### src/rtl/xint_pkg.sv
package xint_pkg;
   localparam int unsigned MAX_CH = 4;

   typedef enum logic {
      TRIG_LEVEL = 1'b0,
      TRIG_FALL  = 1'b1
   } trig_e;
endpackage

### src/rtl/xint_sync.sv
module xint_sync #(
   parameter int unsigned W      = 2,
   parameter int unsigned STAGES = 2
) (
   input  logic         clk,
   input  logic         rst_n,
   input  logic [W-1:0] d,
   output logic [W-1:0] q
);
   logic [STAGES-1:0][W-1:0] st;

   // during reset every stage follows the pin so history starts at its level
   always_ff @(posedge clk) begin
      if (!rst_n) begin
         for (int s = 0; s < STAGES; s++) st[s] <= d;
      end else begin
         st[0] <= d;
         for (int s = 1; s < STAGES; s++) st[s] <= st[s-1];
      end
   end

   assign q = st[STAGES-1];
endmodule

### src/rtl/xint_regs.sv
module xint_regs #(
   parameter int unsigned NUM_CH = 2,
   parameter int unsigned AW     = 8,
   parameter int unsigned DW     = 8,
   parameter logic [AW-1:0] CTRL_ADDR = 8'h88,
   parameter logic [AW-1:0] ENA_ADDR  = 8'hA8
) (
   input  logic              clk,
   input  logic              rst_n,
   input  logic              wr_en,
   input  logic              wr_bit,
   input  logic [AW-1:0]     wr_addr,
   input  logic [DW-1:0]     wr_data,
   output logic [NUM_CH-1:0] trig_mode,
   output logic [NUM_CH-1:0] ena_bits,
   output logic [NUM_CH-1:0] flag_we,
   output logic [NUM_CH-1:0] flag_wd
);
   localparam int unsigned TYPE_POS_STEP = 2;

   logic byte_ctrl, byte_ena;
   assign byte_ctrl = wr_en && !wr_bit && (wr_addr == CTRL_ADDR);
   assign byte_ena  = wr_en && !wr_bit && (wr_addr == ENA_ADDR);

   for (genvar i = 0; i < NUM_CH; i++) begin : g_ch
      localparam logic [AW-1:0] TYPE_BA = CTRL_ADDR + AW'(TYPE_POS_STEP*i);
      localparam logic [AW-1:0] FLAG_BA = CTRL_ADDR + AW'(TYPE_POS_STEP*i + 1);
      localparam logic [AW-1:0] ENA_BA  = ENA_ADDR + AW'(i);

      logic bit_type, bit_flag, bit_ena;
      assign bit_type = wr_en && wr_bit && (wr_addr == TYPE_BA);
      assign bit_flag = wr_en && wr_bit && (wr_addr == FLAG_BA);
      assign bit_ena  = wr_en && wr_bit && (wr_addr == ENA_BA);

      always_ff @(posedge clk) begin
         if (!rst_n) begin
            trig_mode[i] <= xint_pkg::TRIG_LEVEL;
            ena_bits[i]  <= 1'b0;
         end else begin
            if (byte_ctrl)     trig_mode[i] <= wr_data[TYPE_POS_STEP*i];
            else if (bit_type) trig_mode[i] <= wr_data[0];
            if (byte_ena)      ena_bits[i]  <= wr_data[i];
            else if (bit_ena)  ena_bits[i]  <= wr_data[0];
         end
      end

      assign flag_we[i] = byte_ctrl | bit_flag;
      assign flag_wd[i] = byte_ctrl ? wr_data[TYPE_POS_STEP*i + 1] : wr_data[0];
   end
endmodule

### src/rtl/xint_chan.sv
module xint_chan (
   input  logic clk,
   input  logic rst_n,
   input  logic pin_s,
   input  logic trig_mode,
   input  logic ack,
   input  logic flag_we,
   input  logic flag_wd,
   output logic flag
);
   logic prev;
   logic fall;

   assign fall = prev & ~pin_s;

   always_ff @(posedge clk) begin
      if (!rst_n) begin
         prev <= pin_s;
         flag <= 1'b0;
      end else begin
         prev <= pin_s;
         if (flag_we)
            flag <= flag_wd;
         else if (trig_mode == xint_pkg::TRIG_LEVEL)
            flag <= ~pin_s;
         else if (fall)
            flag <= 1'b1;
         else if (ack)
            flag <= 1'b0;
      end
   end
endmodule

### src/rtl/xint_arb.sv
module xint_arb #(
   parameter int unsigned NUM_CH = 2,
   parameter int unsigned VW     = 16,
   parameter logic [VW-1:0] VEC_BASE = 16'h0003,
   parameter logic [VW-1:0] VEC_STEP = 16'h0010
) (
   input  logic              clk,
   input  logic              rst_n,
   input  logic [NUM_CH-1:0] flag,
   input  logic [NUM_CH-1:0] ena,
   output logic [NUM_CH-1:0] pend,
   output logic              req,
   output logic [VW-1:0]     vec
);
   always_ff @(posedge clk) begin
      if (!rst_n) pend <= '0;
      else        pend <= flag & ena;
   end

   assign req = |pend;

   // scan from the highest index down so the lowest pending channel wins
   always_comb begin
      vec = '0;
      for (int i = NUM_CH - 1; i >= 0; i--) begin
         if (pend[i]) vec = VEC_BASE + VW'(i) * VEC_STEP;
      end
   end
endmodule

### src/rtl/xint_detect.sv
module xint_detect #(
   parameter int unsigned NUM_CH      = 2,
   parameter int unsigned SYNC_STAGES = 2,
   parameter int unsigned AW          = 8,
   parameter int unsigned DW          = 8,
   parameter int unsigned VW          = 16,
   parameter logic [AW-1:0] CTRL_ADDR = 8'h88,
   parameter logic [AW-1:0] ENA_ADDR  = 8'hA8,
   parameter logic [VW-1:0] VEC_BASE  = 16'h0003,
   parameter logic [VW-1:0] VEC_STEP  = 16'h0010
) (
   input  logic              clk,
   input  logic              rst_n,
   input  logic [NUM_CH-1:0] ext_int_n,
   input  logic              wr_en,
   input  logic              wr_bit,
   input  logic [AW-1:0]     wr_addr,
   input  logic [DW-1:0]     wr_data,
   input  logic [NUM_CH-1:0] irq_ack,
   output logic [NUM_CH-1:0] req_flag,
   output logic [NUM_CH-1:0] irq_pend,
   output logic              irq_req,
   output logic [VW-1:0]     irq_vec
);
   if (NUM_CH < 1 || NUM_CH > xint_pkg::MAX_CH) begin : g_bad_ch
      $error("xint_detect: NUM_CH out of range");
   end
   if (DW < 2 * NUM_CH) begin : g_bad_dw
      $error("xint_detect: DW too narrow for control fields");
   end
   if (SYNC_STAGES < 2) begin : g_bad_sync
      $error("xint_detect: at least two synchronizer stages required");
   end

   logic [NUM_CH-1:0] pin_sync;
   logic [NUM_CH-1:0] trig_mode;
   logic [NUM_CH-1:0] ena_bits;
   logic [NUM_CH-1:0] flag_we;
   logic [NUM_CH-1:0] flag_wd;

   xint_sync #(.W(NUM_CH), .STAGES(SYNC_STAGES)) u_sync (
      .clk(clk), .rst_n(rst_n), .d(ext_int_n), .q(pin_sync)
   );

   xint_regs #(
      .NUM_CH(NUM_CH), .AW(AW), .DW(DW),
      .CTRL_ADDR(CTRL_ADDR), .ENA_ADDR(ENA_ADDR)
   ) u_regs (
      .clk(clk), .rst_n(rst_n), .wr_en(wr_en), .wr_bit(wr_bit),
      .wr_addr(wr_addr), .wr_data(wr_data),
      .trig_mode(trig_mode), .ena_bits(ena_bits),
      .flag_we(flag_we), .flag_wd(flag_wd)
   );

   for (genvar i = 0; i < NUM_CH; i++) begin : g_chan
      xint_chan u_chan (
         .clk(clk), .rst_n(rst_n), .pin_s(pin_sync[i]),
         .trig_mode(trig_mode[i]), .ack(irq_ack[i]),
         .flag_we(flag_we[i]), .flag_wd(flag_wd[i]),
         .flag(req_flag[i])
      );
   end

   xint_arb #(
      .NUM_CH(NUM_CH), .VW(VW), .VEC_BASE(VEC_BASE), .VEC_STEP(VEC_STEP)
   ) u_arb (
      .clk(clk), .rst_n(rst_n), .flag(req_flag), .ena(ena_bits),
      .pend(irq_pend), .req(irq_req), .vec(irq_vec)
   );
endmodule

### config.mk
export PLATFORM = sky130hd
export DESIGN_NAME = xint_detect
export DESIGN_NICKNAME = d
export VERILOG_FILES = /design/src/rtl/xint_pkg.sv /design/src/rtl/xint_sync.sv /design/src/rtl/xint_regs.sv /design/src/rtl/xint_chan.sv /design/src/rtl/xint_arb.sv /design/src/rtl/xint_detect.sv
export SDC_FILE = /design/constraint.sdc
export NUM_CORES = 1
export LEC_CHECK = 0
export CAP_MARGIN = 20
export CELL_PAD_IN_SITES_DETAIL_PLACEMENT = 1
export CELL_PAD_IN_SITES_GLOBAL_PLACEMENT = 1
export CORE_ASPECT_RATIO = 0.75
export CORE_MARGIN = 2
export CORE_UTILIZATION = 27
export DETAILED_ROUTE_END_ITERATION = 10
export GPL_TIMING_DRIVEN = 0
export PLACE_DENSITY_LB_ADDON = 0.1
export SLEW_MARGIN = 20
export SYNTH_ARGS = -nofsm -noshare
export SYNTH_HDL_FRONTEND = slang
export SYNTH_SLANG_ARGS = --single-unit
export TNS_END_PERCENT = 20
### constraint.sdc
create_clock -name clk -period 2.81 [get_ports clk]
set_input_delay 0.7025 -clock clk [delete_from_list [all_inputs] [get_ports clk]]
set_output_delay 0.7025 -clock clk [all_outputs]
set_load 0.005 [all_outputs]
==> results of run 1 <==
==> area by class of cell <==
| type | count | share of cell area |
|---|---|---|
| Multi-Input combinational cell | 61 | 0.324 |
| Sequential cell | 14 | 0.238 |
| Timing Repair Buffer | 27 | 0.230 |
| Buffer | 19 | 0.116 |
| Clock buffer | 4 | 0.0468 |
| Tap cell | 36 | 0.0383 |
| Inverter | 2 | 0.00638 |
==> sequential cells by signal, summed over array words and instances (netlist names) <==
| register | cells |
|---|---|
| u_sync.st | 2 |
| g_chan.u_chan.prev | 2 |
| u_arb.pend | 2 |
| u_sync.q | 2 |
| u_regs.ena_bits | 2 |
| g_chan.u_chan.flag | 2 |
| u_regs.trig_mode | 2 |
==> worst max-delay path, cell delays in order <==
cell and delay (ns):
clkdlybuf4s50_1 0.44, or4b_4 0.59, or3_4 0.42, nor2_1 0.11, nor3_1 0.06
==> kinds of logic (layout without fill, tap and decap cells) <==
logic type / count (synthesis) / count (layout)
muxes: 6 / 6
and+or+nand+nor: 30 / 30
DFF: 14 / 14
other: 1 / 13
buffers and inverters: 21 / 52
AOI/OAI and AO/OA: 12 / 12
==> routing by layer <==
layer | global-route usage | part of all wire | vias up
li1 | - | - | 352
met1 | 0.150 | 0.46 | 317
met2 | 0.185 | 0.46 | 24
met3 | 0.0411 | 0.069 | 3
met4 | 0.0417 | 0.0078 | 0
met5 | 0 | 0 | -
==> through the flow <==
step	power, W	instances
global route	0.000510	163
detailed placement	0.000292	159
floorplan	0.000251	96
finish	0.000484	163
global placement	0.000290	159
CTS	0.000491	163
==> power groups by stage <==
stage	Sequential, W	Clock, W	Combinational, W
finish	0.000211	0.000196	0.0000773
detailed placement	0.000215	0	0.0000765
global placement	0.000215	0	0.0000750
global route	0.000212	0.000214	0.0000847
CTS	0.000211	0.000203	0.0000769
floorplan	0.000213	0	0.0000374
==> cell usage in the layout (no fill, tap or decap), drive strengths merged, types with 2 or more instances in the layout <==
| cell type | Yosys | final |
|---|---|---|
| a21oi | 3 | 3 |
| and3 | 2 | 2 |
| buf | 18 | 18 |
| clkbuf | 1 | 5 |
| clkdlybuf4s50 | 0 | 27 |
| conb | 1 | 13 |
| dfxtp | 14 | 14 |
| inv | 2 | 2 |
| mux2 | 2 | 2 |
| mux2i | 4 | 4 |
| nand2 | 5 | 5 |
| nand4bb | 2 | 2 |
| nor2b | 5 | 5 |
| nor3 | 7 | 7 |
| o21ai | 3 | 3 |
| o22ai | 3 | 3 |
| or2 | 2 | 2 |
| or3 | 2 | 2 |
==> worst paths after layout <==
check                                       endpoint  slack [ns]
setup reg to reg  g_chan[1].u_chan.flag$_SDFFE_PN0P_        1.81
hold reg to reg        g_chan[0].u_chan.prev$_DFF_P_        0.36
hold / removal         g_chan[0].u_chan.prev$_DFF_P_        0.36
setup / recovery    u_regs.trig_mode[1]$_SDFFE_PN0P_        0.61
==> run summary, run 1 <==
outcome: finished clean
Post-synth EDFFs: 0
CORE AREA: 0.00264 mm2
PostCTS Resize Cnt: 0
total internal power: 0.000381 W
Hold Startpoint: u_sync.q[0]$_DFF_P_
reg2reg path depth: 4
CTS tree: built
adder-cell area share of the yosys netlist: 0
clock-pin slew of the registers on the worst-case setup and hold paths: 0.06 ns
pwr dens: 411 mW/mm2
complex-gate fraction of the synthesized area: 0.0970
Synth area leader: dfxtp_1
dpl cell area: 0.00112 mm2
I/O Buffers: 27
switching power: 0.000102 W
Avg WL per Cell: 11.0 um
Rows: 16
top cells by area, synth: dfxtp_1 37%, buf_4 17%, mux2i_1 5.3%
Post-DP HPWL: 1470 um
Die Y: 50.0 um
sequential-to-total area share from yosys stat: 0.368
Post-Syn Instances: 84
final instance area: 0.00118 mm2
largest family of logic cells by synthesized area: simple AND/OR/NAND/NOR gates
Ys Warns: 0
clock latency on the worst-skew pair: 0.25 ns
total of max-cap violations: 0
Max IR drop VDD: 0.267 mV
pins over their slew limit: 0
Vias/cell: 4.27
post-synth top area share: 0.368
Ant. Diodes: 0
Tot GR Track Use: 0.118
# clock sinks: 14
Hold Vio Cnt, Final: 0
async set-or-reset flop fraction in the synthesized netlist: 0
number of global-route vias before repair: 642
maximum clock rate: 0.455 GHz
Post-CTS Hold Buffers: 0
drt drc: 0
CP arrival: 2.33 ns
post-CTS setup buffer count: 0
grt total ovfl: 0
Vias: 696
CP Capture Type: register
Ports: 45
most frequent cells after synthesis: 17 x buf_4, 14 x dfxtp_1, 6 x nor3_1, 5 x nand2_1, 5 x nor2b_1
post-synthesis simple-gate area fraction: 0.258
Worst Hold Class: register to register
Setup Skew: 0.00277 ns
total CTS buffers: 3
WHS: 0.359 ns
Final setup viols: 0
top-count cell post-synth: buf_4
CP Class: input pin to register
hold path depth: 0
Worst EP required: 2.94 ns
FF+latch count, synth: 14
largest net degree at the start of global routing: 11
launch point of the worst reg-to-reg path: g_chan[1].u_chan.flag$_SDFFE_PN0P_
CP Launch Type: input pin
DIE WIDTH: 65.3 um
ANT nets after route: 0
period utilisation layout: 0.783
first-pass GRT wire length: 2910 um
Seq pwr share: 0.436
Mapped Area: 761 um2
RSZ-0062 raised after global routing: false
Syn Area/Cell: 9.06 um2
Worst Path Max Fanout: 5
worst setup path start: wr_addr[5]
Final min period: 2.20 ns
H-tree levels: 1
mux cell area share after synthesis: 0.0822
PnR worst setup slack: 0.610 ns
Comb power frac: 0.160
initial antenna violation count: 0
Layout Utilization: 0.445
die area: 0.00326 mm2
CTS root buf: clkbuf_8
FILL cells: 323
setup TNS: 0 ns
Most used DFF post-synth: dfxtp_1
area of the multi-input gates: 382 um2
clock power share: 0.404
Sw Share: 0.212
dpl ws: 0.347 ns
router iterations before antenna repair: 4
Final Wtd Congestion: 0.749
post-synthesis xor/xnor area fraction: 0
WL final: 1790 um
Initial Util: 0.288
Layout Nets: 152
Yosys cell types: 28
Starting DRT DRC Count: 12
CTS Buffer Depth: 2
Seq. cell area: 280 um2
area delta synth->final: 54.6%
leakage: 0.482 nW
share of layout cells above drive strength 1: 0.228
No activity file was read; power rests on OpenSTA's default activity.
==> inputs of run 2 (changes only) <==
--- a/config.mk
+++ b/config.mk
@@ -10,7 +10,7 @@
 export CELL_PAD_IN_SITES_GLOBAL_PLACEMENT = 1
 export CORE_ASPECT_RATIO = 0.75
 export CORE_MARGIN = 2
-export CORE_UTILIZATION = 27
+export CORE_UTILIZATION = 25
 export DETAILED_ROUTE_END_ITERATION = 10
 export GPL_TIMING_DRIVEN = 0
 export PLACE_DENSITY_LB_ADDON = 0.1
==> constraint.sdc (replaced) <==
create_clock -name clk -period 2.2 [get_ports clk]
set_input_delay 0.55 -clock clk [delete_from_list [all_inputs] [get_ports clk]]
set_output_delay 0.55 -clock clk [all_outputs]
set_load 0.005 [all_outputs]
==> run summary, run 2 (synthesis gave the netlist of run 1 again) <==
Vias/cell: 4.10 (-3.9%)
worst path cell trace: clkdlybuf4s50_1 -> or4b_4 -> or3_4 -> nor2_1 -> nor3_1
router iterations before antenna repair: 3 (-1)
CORE AREA: 0.00291 mm2 (+10%)
CP Capture Type: register
Ports: 45 (unchanged)
WHS: 0.357 ns (-0.00210 ns)
area delta synth->final: 54.9%
Critical Path Slowest Stage Cell: or4b_4
CP Class: input pin to register
total CTS buffers: 3 (unchanged)
initial antenna violation count: 0 (unchanged)
outcome: finished clean
Worst Hold Class: register to register
Post-DP HPWL: 1460 um (-0.80%)
Worst Path Max Fanout: 5 (unchanged)
CP peak stage delay: 0.59 ns (about the same)
clock-pin slew of the registers on the worst-case setup and hold paths: 0.06 ns (about the same)
Die Y: 51.8 um (+3.6%)
CP Launch Type: input pin
Tot GR Track Use: 0.114 (-0.00421)
Max IR drop VDD: 0.385 mV (+44%)
Initial Util: 0.261 (-0.0268)
PostCTS Resize Cnt: 0 (unchanged)
H-tree levels: 1 (unchanged)
CP arrival: 2.15 ns (-0.18 ns)
clock latency on the worst-skew pair: 0.24 ns (about the same)
crit-path leading delay family: simple AND/OR/NAND/NOR gates
most frequent cells in the layout: 27 x clkdlybuf4s50_1, 17 x buf_4, 14 x dfxtp_1
dpl ws: -0.0988 ns (-0.446 ns)
flop-to-flop setup slack: 1.24 ns (-0.57 ns)
commonest non-fill, non-tap cell in the layout: clkdlybuf4s50_1
pwr dens: 520 mW/mm2 (+26%)
total of max-cap violations: 0 (unchanged)
pins over their slew limit: 0 (unchanged)
post-CTS setup buffer count: 0 (unchanged)
number of global-route vias before repair: 693 (+7.9%)
final instance area: 0.00118 mm2 (+0.21%)
Layout Nets: 152 (unchanged)
Final setup viols: 0 (unchanged)
PnR worst setup slack: 0.167 ns (-0.444 ns)
Worst EP required: 2.32 ns (-0.62 ns)
CTS Buffer Depth: 2 (unchanged)
Hold Vio Cnt, Final: 0 (unchanged)
Final Wtd Congestion: 0.747 (-0.32%)
Final min period: 2.03 ns
Starting DRT DRC Count: 9 (-3)
CP bufs+invs: 1 (unchanged)
grt total ovfl: 0 (unchanged)
RSZ-0062 raised after global routing: false
period utilisation layout: 0.924
Setup Skew: 0.00444 ns (+0.00167 ns)
die area: 0.00350 mm2 (+7.4%)
FILL cells: 352 (+9.0%)
leakage: 0.482 nW (unchanged)
CTS tree: built
CTS root buf: clkbuf_8
maximum clock rate: 0.492 GHz
share of layout cells above drive strength 1: 0.228 (unchanged)
dpl cell area: 0.00112 mm2 (+0.22%)
ANT nets after route: 0 (unchanged)
Ant. Diodes: 0 (unchanged)
Vias: 677 (-2.7%)
Post-CTS Hold Buffers: 0 (unchanged)
Avg WL per Cell: 10.4 um (-5.0%)
DIE WIDTH: 67.7 um (+3.7%)
first-pass GRT wire length: 3000 um (+3.1%)
Rows: 17 (+1)
WL final: 1720 um (-3.8%)
I/O Buffers: 27 (unchanged)
largest net degree at the start of global routing: 11 (unchanged)
# clock sinks: 14 (unchanged)
Slew Limit Headroom: 0.673
Worst-Margin Slew: 0.484 ns
drt drc: 0 (unchanged)
==> run 2: layer usage <==
layer	up-vias	part of all wire	global-route usage	wire length, um
li1	350	-	-	-
met1	304	0.45	0.142	782
met2	23	0.46	0.194	800
met3	0	0.081	0.0411	139
met4	0	0	0.0102	0
met5	-	0	0	0
==> run 2: worst register-to-register path, cell delays in order, from the launching register on <==
cell and delay, ns:
dfxtp_1 0.39, nand2_1 0.07, o22ai_1 0.16, o21ai_0 0.10, a21boi_0 0.16
==> run 2: path summary, 6_finish.rpt <==
check | end | startpoint | depth (start not counted)
max reg2reg | g_chan[1].u_chan.flag$_SDFFE_PN0P_ | g_chan[1].u_chan.flag$_SDFFE_PN0P_ | 4
min reg2reg | g_chan[0].u_chan.prev$_DFF_P_ | u_sync.q[0]$_DFF_P_ | 0
max | u_regs.trig_mode[1]$_SDFFE_PN0P_ | wr_addr[5] | 5
min | g_chan[0].u_chan.prev$_DFF_P_ | u_sync.q[0]$_DFF_P_ | 0
==> run 2: through the flow <==
stage	TNS, ns	std cells	util	power, W
after floorplan	0	96	-	0.000320
after global placement	-0.193	161	0.386	0.000370
after detailed placement	-0.222	161	0.386	0.000372
after CTS	0	165	0.404	0.000621
after global routing	0	165	0.404	0.000649
final	0	165	0.404	0.000613
==> run 2: report_power, final <==
| group | internal, W | switching [W] |
|---|---|---|
| Sequential | 0.000264 | 0.00000487 |
| Combinational | 0.0000641 | 0.0000341 |
| Clock | 0.000158 | 0.0000875 |
==> run 2: cell type report <==
class	instances	area, um2	share of cell area
Sequential cell	14	280	0.238
Multi-Input combinational cell	61	382	0.324
Timing Repair Buffer	27	270	0.229
Buffer	19	136	0.116
Inverter	2	7.51	0.00637
Tap cell	38	47.5	0.0403
Clock buffer	4	55.1	0.0467
==> inputs of run 3 (changes only) <==
--- a/config.mk
+++ b/config.mk
@@ -9,7 +9,6 @@
 export CELL_PAD_IN_SITES_DETAIL_PLACEMENT = 1
 export CELL_PAD_IN_SITES_GLOBAL_PLACEMENT = 1
 export CORE_ASPECT_RATIO = 0.75
-export CORE_MARGIN = 2
 export CORE_UTILIZATION = 25
 export DETAILED_ROUTE_END_ITERATION = 10
 export GPL_TIMING_DRIVEN = 0
==> run summary, run 3 (synthesis gave the netlist of run 1 again) <==
Worst EP required: 2.32 ns (about the same)
CP Capture Type: register
commonest non-fill, non-tap cell in the layout: clkdlybuf4s50_1
CTS tree: built
PostCTS Resize Cnt: 0 (unchanged)
total internal power: 0.000487 W (about the same)
Final setup viols: 0 (unchanged)
period utilisation layout: 0.929 (+0.00475)
CP arrival: 2.17 ns (+0.02 ns)
clock latency on the worst-skew pair: 0.24 ns (about the same)
ANT nets after route: 0 (unchanged)
H-tree levels: 1 (unchanged)
Hold Vio Cnt, Final: 0 (unchanged)
Worst Hold Class: register to register
met1 wire length: 824 um (+5.4%)
Worst Path Max Fanout: 5 (unchanged)
router iterations before antenna repair: 4 (+1)
Final Wtd Congestion: 0.741 (-0.75%)
Die Y: 49.8 um (-3.9%)
WL final: 1710 um (-0.81%)
Final min period: 2.04 ns (+0.0104 ns)
Post-CTS Hold Buffers: 0 (unchanged)
maximum clock rate: 0.489 GHz (-0.51%)
I/O Buffers: 27 (unchanged)
grt total ovfl: 0 (unchanged)
largest net degree at the start of global routing: 11 (unchanged)
drt drc: 0 (unchanged)
CTS root buf: clkbuf_8
Ant. Diodes: 0 (unchanged)
Seq pwr share: 0.441 (+0.002)
post-CTS setup buffer count: 0 (unchanged)
Post-DP HPWL: 1440 um (-0.91%)
# clock sinks: 14 (unchanged)
Sw Share: 0.203 (-0.00332)
routed wl met3: 125 um (-10%)
Rows: 16 (-1)
total CTS buffers: 3 (unchanged)
number of global-route vias before repair: 666 (-3.9%)
area delta synth->final: 54.6%
Setup Skew: 0.00149 ns (-0.00295 ns)
CTS Buffer Depth: 2 (unchanged)
die area: 0.00327 mm2 (-6.7%)
CORE AREA: 0.00274 mm2 (-5.9%)
Avg WL per Cell: 10.5 um (+0.40%)
dpl ws: -0.0911 ns (+0.00771 ns)
RSZ-0062 raised after global routing: false
Starting DRT DRC Count: 14 (+5)
top sig layer: met4
Total Power: 0.000611 W (-0.40%)
CP Class: input pin to register
clock-pin slew of the registers on the worst-case setup and hold paths: 0.06 ns (about the same)
clock power share: 0.398 (-0.003)
Vias/cell: 4.18 (+2.0%)
share of layout cells above drive strength 1: 0.228 (unchanged)
Layout Nets: 152 (unchanged)
pwr dens: 519 mW/mm2 (-0.19%)
Initial Util: 0.277 (+0.0163)
most frequent cells in the layout: 27 x clkdlybuf4s50_1, 17 x buf_4, 14 x dfxtp_1
Max IR drop VDD: 0.287 mV (-25%)
total of max-cap violations: 0 (unchanged)
Comb power frac: 0.161 (about the same)
outcome: finished clean
Ports: 45 (unchanged)
initial antenna violation count: 0 (unchanged)
switching power: 0.000124 W (-2.0%)
PnR worst setup slack: 0.156 ns (-0.0104 ns)
leakage: 0.482 nW (unchanged)
CP Launch Type: input pin
FILL cells: 324 (-8.0%)
first-pass GRT wire length: 2910 um (-3.0%)
routed wl met2: 751 um (-6.1%)
Tot GR Track Use: 0.117 (+0.00322)
pins over their slew limit: 0 (unchanged)
DIE WIDTH: 65.7 um (-3.0%)
Vias: 682 (+0.74%)
==> run 3: cell counts in the layout (fill, tap and decap cells not counted) <==
No cell type changed its count.
==> run 3: stage by stage <==
step / hold slack (ns) / util / std cells / setup TNS, ns / area (um2)
floorplan: 0.332 / - / 96 / 0 / 806
global placement: 0.340 / 0.409 / 159 / -0.178 / 1120
detailed placement: 0.344 / 0.409 / 159 / -0.169 / 1120
CTS: 0.359 / 0.429 / 163 / 0 / 1180
global route: 0.372 / 0.429 / 163 / 0 / 1180
finish: 0.356 / 0.429 / 163 / 0 / 1180
==> run 3: critical path: stages <==
cell,delay [ns]
clkdlybuf4s50_1,0.44
or4b_4,0.59
or3_4,0.42
nor2_1,0.11
nor3_1,0.06
==> run 3: final timing paths <==
kind | from | end | slack, ns | cells after the start
setup / recovery | wr_addr[5] | u_regs.trig_mode[1]$_SDFFE_PN0P_ | 0.16 | 5
hold / removal | u_sync.q[0]$_DFF_P_ | g_chan[0].u_chan.prev$_DFF_P_ | 0.36 | 0
setup reg to reg | g_chan[1].u_chan.flag$_SDFFE_PN0P_ | g_chan[1].u_chan.flag$_SDFFE_PN0P_ | 1.23 | 4
hold reg to reg | u_sync.q[0]$_DFF_P_ | g_chan[0].u_chan.prev$_DFF_P_ | 0.36 | 0
==> run 3: power groups by stage <==
stage	clock [W]	combinational, W	sequential [W]
after global placement	0	0.0000961	0.000274
after floorplan	0	0.0000477	0.000273
after CTS	0.000254	0.0000974	0.000269
after global routing	0.000262	0.000108	0.000270
final	0.000243	0.0000980	0.000269
after detailed placement	0	0.0000971	0.000275
==> run 3: routing by layer <==
metal  vias up  global-route usage
met2        24               0.180
li1        350                   -
met4         0              0.0362
met3         2              0.0417
met5         -                   0
met1       306               0.151
==> run 3: layout make-up <==
class	count	area [um2]	area share
Multi-Input combinational cell	61	382	0.324
Sequential cell	14	280	0.238
Timing Repair Buffer	27	270	0.230
Buffer	19	136	0.116
Clock buffer	4	55.1	0.0468
Tap cell	36	45.0	0.0383
Inverter	2	7.51	0.00638
